===== src/rtl/i2c_mem_pkg.sv =====
package i2c_mem_pkg;

    typedef enum logic [3:0] {
        ST_IDLE,
        ST_DEV,
        ST_AHI,
        ST_ALO,
        ST_WDAT,
        ST_ACK,
        ST_TX,
        ST_MACK,
        ST_IGNORE
    } slv_state_t;

    localparam int BYTE_W    = 8;
    localparam int BITCNT_W  = 4;

endpackage


===== src/rtl/i2c_line_cond.sv =====
module i2c_line_cond #(
    parameter int SYNC_STAGES = 2
) (
    input  logic clk,
    input  logic rst_n,
    input  logic scl_i,
    input  logic sda_i,
    output logic scl_s,
    output logic sda_s,
    output logic scl_rise,
    output logic scl_fall,
    output logic start_det,
    output logic stop_det
);
    logic [SYNC_STAGES-1:0] scl_sh, sda_sh;
    logic scl_q, sda_q;

    always_ff @(posedge clk or negedge rst_n) begin
        if (!rst_n) begin
            scl_sh <= '1;
            sda_sh <= '1;
            scl_q  <= 1'b1;
            sda_q  <= 1'b1;
        end else begin
            scl_sh <= {scl_sh[SYNC_STAGES-2:0], scl_i};
            sda_sh <= {sda_sh[SYNC_STAGES-2:0], sda_i};
            scl_q  <= scl_sh[SYNC_STAGES-1];
            sda_q  <= sda_sh[SYNC_STAGES-1];
        end
    end

    assign scl_s     = scl_sh[SYNC_STAGES-1];
    assign sda_s     = sda_sh[SYNC_STAGES-1];
    assign scl_rise  = scl_s & ~scl_q;
    assign scl_fall  = ~scl_s & scl_q;
    assign start_det = scl_s & scl_q & sda_q & ~sda_s;
    assign stop_det  = scl_s & scl_q & ~sda_q & sda_s;

endmodule


===== src/rtl/i2c_mem_ptr.sv =====
module i2c_mem_ptr #(
    parameter int ADDR_W = 15
) (
    input  logic              clk,
    input  logic              rst_n,
    input  logic              load,
    input  logic [ADDR_W-1:0] load_val,
    input  logic              inc,
    output logic [ADDR_W-1:0] ptr,
    output logic [ADDR_W-1:0] ptr_nxt
);
    assign ptr_nxt = ptr + ADDR_W'(1);

    always_ff @(posedge clk or negedge rst_n) begin
        if (!rst_n)
            ptr <= '0;
        else if (load)
            ptr <= load_val;
        else if (inc)
            ptr <= ptr_nxt;
    end

    // one step per advance request
    assert_ptr_step_R5: assert property (@(posedge clk) disable iff (!rst_n)
        (inc && !load) |=> (ptr == ADDR_W'($past(ptr) + 1)));

    // top location rolls over to zero
    assert_ptr_wrap_R5: assert property (@(posedge clk) disable iff (!rst_n)
        (inc && !load && (&ptr)) |=> (ptr == '0));

endmodule


===== src/rtl/i2c_mem_slave.sv =====
module i2c_mem_slave
    import i2c_mem_pkg::*;
#(
    parameter int         ADDR_W      = 15,
    parameter int         SEL_W       = 3,
    parameter int         SYNC_STAGES = 2,
    parameter logic [3:0] DEV_PREFIX  = 4'b1010
) (
    input  logic              clk,
    input  logic              rst_n,
    input  logic              scl_i,
    input  logic              sda_i,
    output logic              sda_oe,
    input  logic [SEL_W-1:0]  dev_sel_i,
    input  logic              wp_i,
    output logic              mem_en,
    output logic              mem_we,
    output logic [ADDR_W-1:0] mem_addr,
    output logic [BYTE_W-1:0] mem_wdata,
    input  logic [BYTE_W-1:0] mem_rdata
);
    localparam int HI_W = ADDR_W - BYTE_W;
    localparam logic [BITCNT_W-1:0] LAST_BIT = BITCNT_W'(BYTE_W);

    logic scl_s, sda_s, scl_rise, scl_fall, start_det, stop_det;

    i2c_line_cond #(.SYNC_STAGES(SYNC_STAGES)) u_cond (
        .clk(clk), .rst_n(rst_n), .scl_i(scl_i), .sda_i(sda_i),
        .scl_s(scl_s), .sda_s(sda_s), .scl_rise(scl_rise), .scl_fall(scl_fall),
        .start_det(start_det), .stop_det(stop_det)
    );

    slv_state_t          state, after_ack;
    logic [BITCNT_W-1:0] bitcnt;
    logic [BYTE_W-1:0]   shreg, txreg;
    logic [HI_W-1:0]     hi_byte;
    logic                ack_drive, inc_pend, mack_ok, rd_cap;
    logic                byte_done, dev_match, wr_fire, rd_now, rd_next;
    logic                ptr_load, ptr_adv;
    logic [ADDR_W-1:0]   ptr, ptr_nxt;

    assign byte_done = scl_fall && (bitcnt == LAST_BIT);
    assign dev_match = (shreg[7:1] == {DEV_PREFIX, dev_sel_i});
    assign wr_fire   = (state == ST_WDAT) && byte_done && !wp_i;
    assign rd_now    = (state == ST_DEV) && byte_done && dev_match && shreg[0];
    assign rd_next   = (state == ST_TX) && byte_done;
    assign ptr_load  = (state == ST_ALO) && byte_done;
    assign ptr_adv   = scl_fall && (((state == ST_ACK) && inc_pend) || (state == ST_MACK));

    i2c_mem_ptr #(.ADDR_W(ADDR_W)) u_ptr (
        .clk(clk), .rst_n(rst_n), .load(ptr_load),
        .load_val({hi_byte, shreg}), .inc(ptr_adv),
        .ptr(ptr), .ptr_nxt(ptr_nxt)
    );

    // State register and datapath
    always_ff @(posedge clk or negedge rst_n) begin
        if (!rst_n) begin
            state     <= ST_IDLE;
            after_ack <= ST_IDLE;
            bitcnt    <= '0;
            shreg     <= '0;
            txreg     <= '1;
            hi_byte   <= '0;
            ack_drive <= 1'b0;
            inc_pend  <= 1'b0;
            mack_ok   <= 1'b0;
            rd_cap    <= 1'b0;
        end else begin
            rd_cap <= rd_now | rd_next;
            if (rd_cap)
                txreg <= mem_rdata;
            if (start_det) begin
                state     <= ST_DEV;
                bitcnt    <= '0;
                ack_drive <= 1'b0;
                inc_pend  <= 1'b0;
            end else if (stop_det) begin
                state     <= ST_IDLE;
                ack_drive <= 1'b0;
                inc_pend  <= 1'b0;
            end else begin
                unique case (state)
                    ST_IDLE, ST_IGNORE: begin
                    end
                    ST_DEV, ST_AHI, ST_ALO, ST_WDAT: begin
                        if (scl_rise && bitcnt != LAST_BIT) begin
                            shreg  <= {shreg[BYTE_W-2:0], sda_s};
                            bitcnt <= bitcnt + 1'b1;
                        end else if (byte_done) begin
                            state     <= ST_ACK;
                            ack_drive <= 1'b1;
                            inc_pend  <= 1'b0;
                            if (state == ST_DEV) begin
                                if (!dev_match) begin
                                    state     <= ST_IGNORE;
                                    ack_drive <= 1'b0;
                                end
                                after_ack <= shreg[0] ? ST_TX : ST_AHI;
                            end else if (state == ST_AHI) begin
                                hi_byte   <= shreg[HI_W-1:0];
                                after_ack <= ST_ALO;
                            end else if (state == ST_ALO) begin
                                after_ack <= ST_WDAT;
                            end else begin
                                ack_drive <= !wp_i;
                                inc_pend  <= !wp_i;
                                after_ack <= wp_i ? ST_IGNORE : ST_WDAT;
                            end
                        end
                    end
                    ST_ACK: begin
                        if (scl_fall) begin
                            state     <= after_ack;
                            bitcnt    <= '0;
                            ack_drive <= 1'b0;
                            inc_pend  <= 1'b0;
                        end
                    end
                    ST_TX: begin
                        if (scl_rise)
                            bitcnt <= bitcnt + 1'b1;
                        else if (scl_fall) begin
                            if (bitcnt == LAST_BIT)
                                state <= ST_MACK;
                            else
                                txreg <= {txreg[BYTE_W-2:0], 1'b1};
                        end
                    end
                    ST_MACK: begin
                        if (scl_rise)
                            mack_ok <= !sda_s;
                        else if (scl_fall) begin
                            state  <= mack_ok ? ST_TX : ST_IGNORE;
                            bitcnt <= '0;
                        end
                    end
                    default: state <= ST_IDLE;
                endcase
            end
        end
    end

    // Outputs
    always_comb begin
        sda_oe    = ((state == ST_ACK) && ack_drive) || ((state == ST_TX) && !txreg[BYTE_W-1]);
        mem_en    = wr_fire | rd_now | rd_next;
        mem_we    = wr_fire;
        mem_addr  = rd_next ? ptr_nxt : ptr;
        mem_wdata = shreg;
    end

    // drive changes land in the SCL low phase
    assert_sda_low_phase_R12: assert property (@(posedge clk) disable iff (!rst_n)
        !$stable(sda_oe) |-> !scl_s);

    // every stored byte is acknowledged in the following ninth clock
    assert_write_acked_R4: assert property (@(posedge clk) disable iff (!rst_n)
        mem_we |=> ((state == ST_ACK) && ack_drive));

    // an ignoring slave stays off the bus and the RAM
    assert_ignore_quiet_R2: assert property (@(posedge clk) disable iff (!rst_n)
        (state == ST_IGNORE) |-> (!sda_oe && !mem_en));

    // a protected byte is refused in its ninth clock
    assert_protect_nack_R9: assert property (@(posedge clk) disable iff (!rst_n)
        ((state == ST_WDAT) && byte_done && wp_i && !start_det && !stop_det)
            |=> ((state == ST_ACK) && !sda_oe));

endmodule


===== config.mk =====
export PLATFORM = sky130hd
export DESIGN_NAME = i2c_mem_slave
export DESIGN_NICKNAME = d
export VERILOG_FILES = /design/src/rtl/i2c_mem_pkg.sv /design/src/rtl/i2c_line_cond.sv /design/src/rtl/i2c_mem_ptr.sv /design/src/rtl/i2c_mem_slave.sv
export SDC_FILE = /design/constraint.sdc
export NUM_CORES = 1
export LEC_CHECK = 0
export CORE_MARGIN = 8
export CORE_UTILIZATION = 60
export CTS_CLUSTER_DIAMETER = 120
export CTS_CLUSTER_SIZE = 10
export DETAILED_ROUTE_END_ITERATION = 10
export GPL_ROUTABILITY_DRIVEN = 0
export GPL_TIMING_DRIVEN = 0
export PLACE_DENSITY_LB_ADDON = 0.05
export SYNTH_ARGS = -nofsm -noshare
export SYNTH_HDL_FRONTEND = slang
export SYNTH_HIERARCHICAL = 1
export SYNTH_SLANG_ARGS = --single-unit

===== constraint.sdc =====
create_clock -name clk -period 3.67 [get_ports clk]
set_clock_uncertainty 0.2 [all_clocks]
set_input_delay 0.9175 -clock clk [delete_from_list [all_inputs] [get_ports clk]]
set_output_delay 0.9175 -clock clk [all_outputs]
set_load 0.1 [all_outputs]

==> qor.csv, run 1 <==
metric;value;unit
synth_mux_area_share;14.13;%
drv_slew;0;
grt_pass1_vias;2848;
cts-root-buf;clkbuf_8;
clock-sinks;60;
die_y;94.28;microns
pin_count;42;
grt_start_max_net_pins;40;
post-synth-top-count-cell;dfrtp_1;
cts_hold_buf;0;
finalSetupTns;0;ns
grt_overflow;0;
synth_top_family_by_area;simple AND/OR/NAND/NOR gates;
yosysSeqAreaShare;41.32;%
synth_ff_type;dfrtp_1;
grt_pass1_wl;13.81;mm
core-area;5921;sq um
first_iter_violations;327;
diodes;0;
cts_buffers;9;
min_period;3.600;ns
required;2.55;ns
hold_slack;0.1577;ns
rows;28;
post_drt_wl_per_cell;16.75;microns
cts_max_level;3;
clk_pin_slew;0.07;ns
vias;2895;
port_buffers;41;
path_class;flip-flop to output pin;
dp_hpwl;5.990;mm
drc;0;
tightestPinTransition;0.9716;ns
layout-drive-gt1-share;29.57;%
drtAntennaViolNets;0;
synth_cell_type_count;68;
crit_buf_inv;1;
rsz0062_at_grt;false;
cts_tree;done;
antenna_found_initial;0;
synthSimpleGateAreaFrac;21.41;%
cpPeakStageDelay;0.47;ns
syn_nets;377;
start_util;62.09;%
p_per_area;576.9;nW/um^2
routed_wl;8.225;mm
synth-edff-count;0;
dieArea;8888;sq um
firstDrtPassIters;4;
yosysWarningCount;6;
cp_max_fo;7;
slowest_stage;dfrtp_1;
synth-seq-cells;60;
cts_buffer_depth;2;
max_freq;277.8;MHz
grt.total_usage;19.57;%
p_leak;1.913;nW
relSlewSlack;35.03;%
critPathLaunchType;flip-flop;
async_reset_ff_share;100.0;%
maxCapViolCount;0;
nets;430;
ys_top_cells_by_count;46 x dfrtp_1, 36 x nand2_1, 28 x nor2_1, 21 x mux2_2, 17 x a21oi_1;
synth_area;3676;sq um
synth.avg_cell_area;10.27;sq um
period_share;98.09;%
outcome;finished clean;
ys_top_cells_by_area;dfrtp_1 31%, dfstp_2 10%, mux2_2 6.4%;
setup_viol;0;
synthXorXnorAreaFrac;6.909;%
synth_top_area_cell;dfrtp_1;
netlist.area_leader.share;31.31;%
viasPerCell;5.896;
min_path_type;flip-flop to flip-flop;
finalHoldViolCount;0;
path_delay_family;simple AND/OR/NAND/NOR gates;
place_inst;475;
clock_latency;0.35;ns
synthAdderAreaFrac;1.021;%
netlist_instances;358;
critPathCaptureType;output pin;
worstPathArrival;2.48;ns
cp_cell_sequence;ha_1 -> and4_1 -> nand2b_1 -> nor3_2 -> xor2_1 -> mux2_2 -> buf_4;
syn_to_final_growth;20.52;%
synth_compound_area_share;11.74;%
fin_cells;491;
die_x;94.28;microns
ir_drop;0.6030;mV
[flip-flops by register name, summed over array words and instances, names as in the netlist]
signal         cells
ack_drive          1
after_ack          4
bitcnt             4
hi_byte            7
inc_pend           1
mack_ok            1
mem_wdata          8
rd_cap             1
state              4
txreg              8
u_cond/scl_q       1
u_cond/scl_sh      2
u_cond/sda_q       1
u_cond/sda_sh      2
u_ptr/ptr         15
[placed cells by master, fill, tap and decap left out, types with 3 or more instances in the layout]
cell,netlist,routed
buf_2,9,14
clkbuf_1,6,7
nor4_2,3,3
ha_1,3,3
o21ai_1,13,13
clkbuf_8,0,9
o21ai_0,11,11
o21a_1,3,3
bufinv_16,0,3
nand2b_1,3,3
a21oi_1,17,17
nand2_1,36,35
nor2_1,28,28
nand3_2,3,3
buf_4,0,11
dfrtp_1,46,46
and3_1,3,3
inv_1,8,8
mux2_4,10,10
clkdlybuf4s50_1,0,20
nand4_1,4,4
mux2i_1,11,11
xor2_1,13,13
nor3_1,5,5
dfstp_2,14,14
nand3_1,10,10
xnor2_1,16,16
mux2_2,21,21
or2_2,4,3
nor2b_1,4,3
[logic make-up after synthesis]
group	Yosys count
AO/OA/AOI/OAI	63
XOR/XNOR	29
adder cells (fa/ha/maj)	3
buffers and inverters	27
flip-flops	60
multiplexers	44
AND/OR/NAND/NOR	132
[final cells by class]
class / count / area (sq um)
Fill cell: 417 / 1490
Sequential cell: 60 / 1519
Tap cell: 75 / 93.84
Timing Repair Buffer: 42 / 392.9
Buffer: 19 / 97.59
Inverter: 8 / 30.03
Clock inverter: 6 / 112.6
Clock buffer: 10 / 127.6
Multi-Input combinational cell: 271 / 2057
[where the power goes]
group          switching [mW]  total [mW]  internal (mW)
clock                   0.267       0.719          0.452
combinational           0.640       0.965          0.325
sequential              0.116       0.872          0.756
total                    1.02        2.56           1.53
[metal layers]
layer	global-route usage, %	part of all wire (%)
met1	26.62	46
met5	0	0
met4	8.058	1.2
met3	3.597	6.8
met2	29.78	46
[through the flow]
step                      utilization, %  cell area, sq um  total power, mW  setup WS, ns
after global placement             71.07              4208            1.818       -0.8347
after detailed placement           71.32              4223            1.842       -0.8238
after CTS                          74.60              4417            2.565      0.005864
final                              74.83              4431            2.556       0.07016
after global routing               74.83              4431            2.677       0.01129
after floorplan                        -              3704            1.596     -0.002797
[timing repair]
action                                  CTS  global route
endpoints found under the setup margin   18            15
gates resized for setup                  79            32
pin swaps                                 0             4
buffers inserted                          0             0
[worst paths after layout]
| kind | startpoint | end | slack [ns] | cells after the start |
|---|---|---|---|---|
| max | u_ptr/ptr[0]$_DFFE_PN0P_ | mem_addr[14] | 0.07 | 7 |
| min | u_cond/sda_sh[0]$_DFF_PN1_ | u_cond/sda_sh[1]$_DFF_PN1_ | 0.16 | 0 |
| max reg2reg | u_cond/scl_q$_DFF_PN1_ | u_ptr/ptr[10]$_DFFE_PN0P_ | 0.95 | 7 |
| min reg2reg | u_cond/sda_sh[0]$_DFF_PN1_ | u_cond/sda_sh[1]$_DFF_PN1_ | 0.16 | 0 |
| max in group asynchronous | rst_n | u_cond/sda_q$_DFF_PN1_ | 2.31 | 2 |
| min in group asynchronous | rst_n | bitcnt[0]$_DFFE_PN0P_ | 0.34 | 1 |
Note: power is estimated with default switching activity, not from simulation.
==> inputs of run 2 (changes only) <==
--- a/config.mk
+++ b/config.mk
@@ -5,8 +5,9 @@
 export SDC_FILE = /design/constraint.sdc
 export NUM_CORES = 1
 export LEC_CHECK = 0
+export CORE_ASPECT_RATIO = 0.9
 export CORE_MARGIN = 8
-export CORE_UTILIZATION = 60
+export CORE_UTILIZATION = 61
 export CTS_CLUSTER_DIAMETER = 120
 export CTS_CLUSTER_SIZE = 10
 export DETAILED_ROUTE_END_ITERATION = 10
==> run 2 against run 1 <==
Compared with the run above:
- sequential power shrank 0.8%
- die area shrank 1.3%
- via count shrank 0.52%
- cell area is essentially flat
- routed wire length grew 2.0%
- largest cell class unchanged
==> qor.csv, run 2 (synthesis results as in run 1) <==
metric;value;unit
nets;431;
firstDrtPassIters;4;
cp_max_fo;2;
critPathCaptureType;output pin;
outcome;finished clean;
p_int;1.543;mW
final_common_cell;dfrtp_1;
seqPwrFrac;33.5;%
grt_pass1_vias;2907;
largest_register_ffs;15;
dp_hpwl;6.104;mm
clkPwrFrac;28.5;%
hold_depth;0;
post_drt_wl_per_cell;17.16;microns
drtAntennaViolNets;0;
cts_tree;done;
p_sw;1.043;mW
rsz0062_at_grt;false;
cts-root-buf;clkbuf_8;
combPwrFrac;38.0;%
viasPerCell;5.890;
min_path_type;flip-flop to flip-flop;
period_share;99.57;%
clk_pin_slew;0.07;ns
min_period;3.654;ns
relSlewSlack;34.36;%
port_buffers;41;
vias;2880;
routed_wl;8.393;mm
start_util;61.48;%
diodes;0;
die_x;97.83;microns
reg2reg_from;bitcnt[0]$_DFFE_PN0P_;
clock_latency;0.34;ns
fin_util;74.16;%
cts_hold_buf;0;
worst-r2r-cell-count;9;
finalSetupTns;0;ns
grt_start_max_net_pins;40;
finalHoldViolCount;0;
rows;27;
syn_to_final_growth;20.63;%
cts_max_level;3;
setup_viol;0;
r2r-end;u_ptr/ptr[2]$_DFFE_PN0P_;
critPathLaunchType;input port;
switching_share;40.32;%
fin_cells;489;
drc;0;
path_class;input port to output pin;
maxCapViolCount;0;
worstPathArrival;2.54;ns
final_cell_mix;46 x dfrtp_1, 35 x nand2_1, 28 x nor2_1;
min_to;u_cond/scl_sh[1]$_DFF_PN1_;
grt_pass1_wl;14.36;mm
ir_drop;0.6775;mV
first_iter_violations;292;
p_per_area;583.2;nW/um^2
core-area;5979;sq um
grt_overflow;0;
clock-sinks;60;
cts_buffer_depth;2;
reg2reg_slack;0.94;ns
layout-drive-gt1-share;30.46;%
drv_slew;0;
timing.final.ws_setup;0.01591;ns
pin_count;42;
dieArea;8770;sq um
grt.total_usage;20.49;%
p_leak;1.891;nW
hp-start;u_cond/scl_sh[0]$_DFF_PN1_;
place_inst;472;
dp_slack;-0.8528;ns
antenna_found_initial;0;
max_freq;273.7;MHz
top_register;u_ptr/ptr;
required;2.55;ns
tightestPinTransition;0.9815;ns
cts_buffers;9;
die_y;89.65;microns
run 2: area by class of cell:
class / count / area (sq um)
Clock buffer: 9 / 123.9
Fill cell: 461 / 1545
Inverter: 8 / 30.03
Clock inverter: 7 / 122.6
Buffer: 19 / 97.59
Multi-Input combinational cell: 271 / 2061
Tap cell: 72 / 90.09
Timing Repair Buffer: 43 / 390.4
Sequential cell: 60 / 1519
run 2: worst max-delay path by stage:
stage                                from           to  slack, ns  depth (start not counted)
global placement             dev_sel_i[0]       mem_en      -0.84                          7
finish                       dev_sel_i[0]       mem_en       0.02                          7
global route                 dev_sel_i[0]       mem_en     0.0005                          7
floorplan           bitcnt[0]$_DFFE_PN0P_       mem_en     -0.003                          6
CTS                 bitcnt[0]$_DFFE_PN0P_  mem_addr[0]       0.01                          7
detailed placement           dev_sel_i[0]       mem_en      -0.85                          7
run 2: metrics by stage:
stage | hold WS [ns] | power [mW] | cell area, sq um
final | 0.1589 | 2.586 | 4434
after global placement | 0.1456 | 1.820 | 4204
after CTS | 0.1590 | 2.591 | 4422
after global routing | 0.1604 | 2.706 | 4434
after detailed placement | 0.1488 | 1.848 | 4219
after floorplan | 0.1452 | 1.596 | 3704
run 2: routing by layer:
metal / track usage, % / vias to the layer above / wire length [microns]
li1: - / 1384 / -
met1: 27.65 / 1395 / 3981
met2: 31.06 / 95 / 3785
met3: 5.470 / 6 / 545
met4: 7.768 / 0 / 80
met5: 0 / - / 0
run 2: power groups by stage:
| stage | logic, mW | clock network [mW] | registers, mW |
|---|---|---|---|
| 4_1_cts | 0.976 | 0.751 | 0.864 |
| 5_1_grt | 1.05 | 0.778 | 0.883 |
| 6_report | 0.983 | 0.738 | 0.865 |
| 3_5_place_dp | 0.974 | 0 | 0.875 |
| 2_1_floorplan | 0.484 | 0 | 1.11 |
| 3_3_place_gp | 0.947 | 0 | 0.873 |
run 2: worst max-delay path, stage by stage:
cell and delay, ns:
clkdlybuf4s50_1 0.47, xor2_1 0.22, nor4_1 0.09, and3_1 0.20
o21a_1 0.20, or2_4 0.26, buf_8 0.17
run 2: repair_timing:
| action | CTS | global route |
|---|---|---|
| resized for setup | 80 | 29 |
| setup buffers | 0 | 1 |
| endpoints found under the setup margin | 18 | 16 |
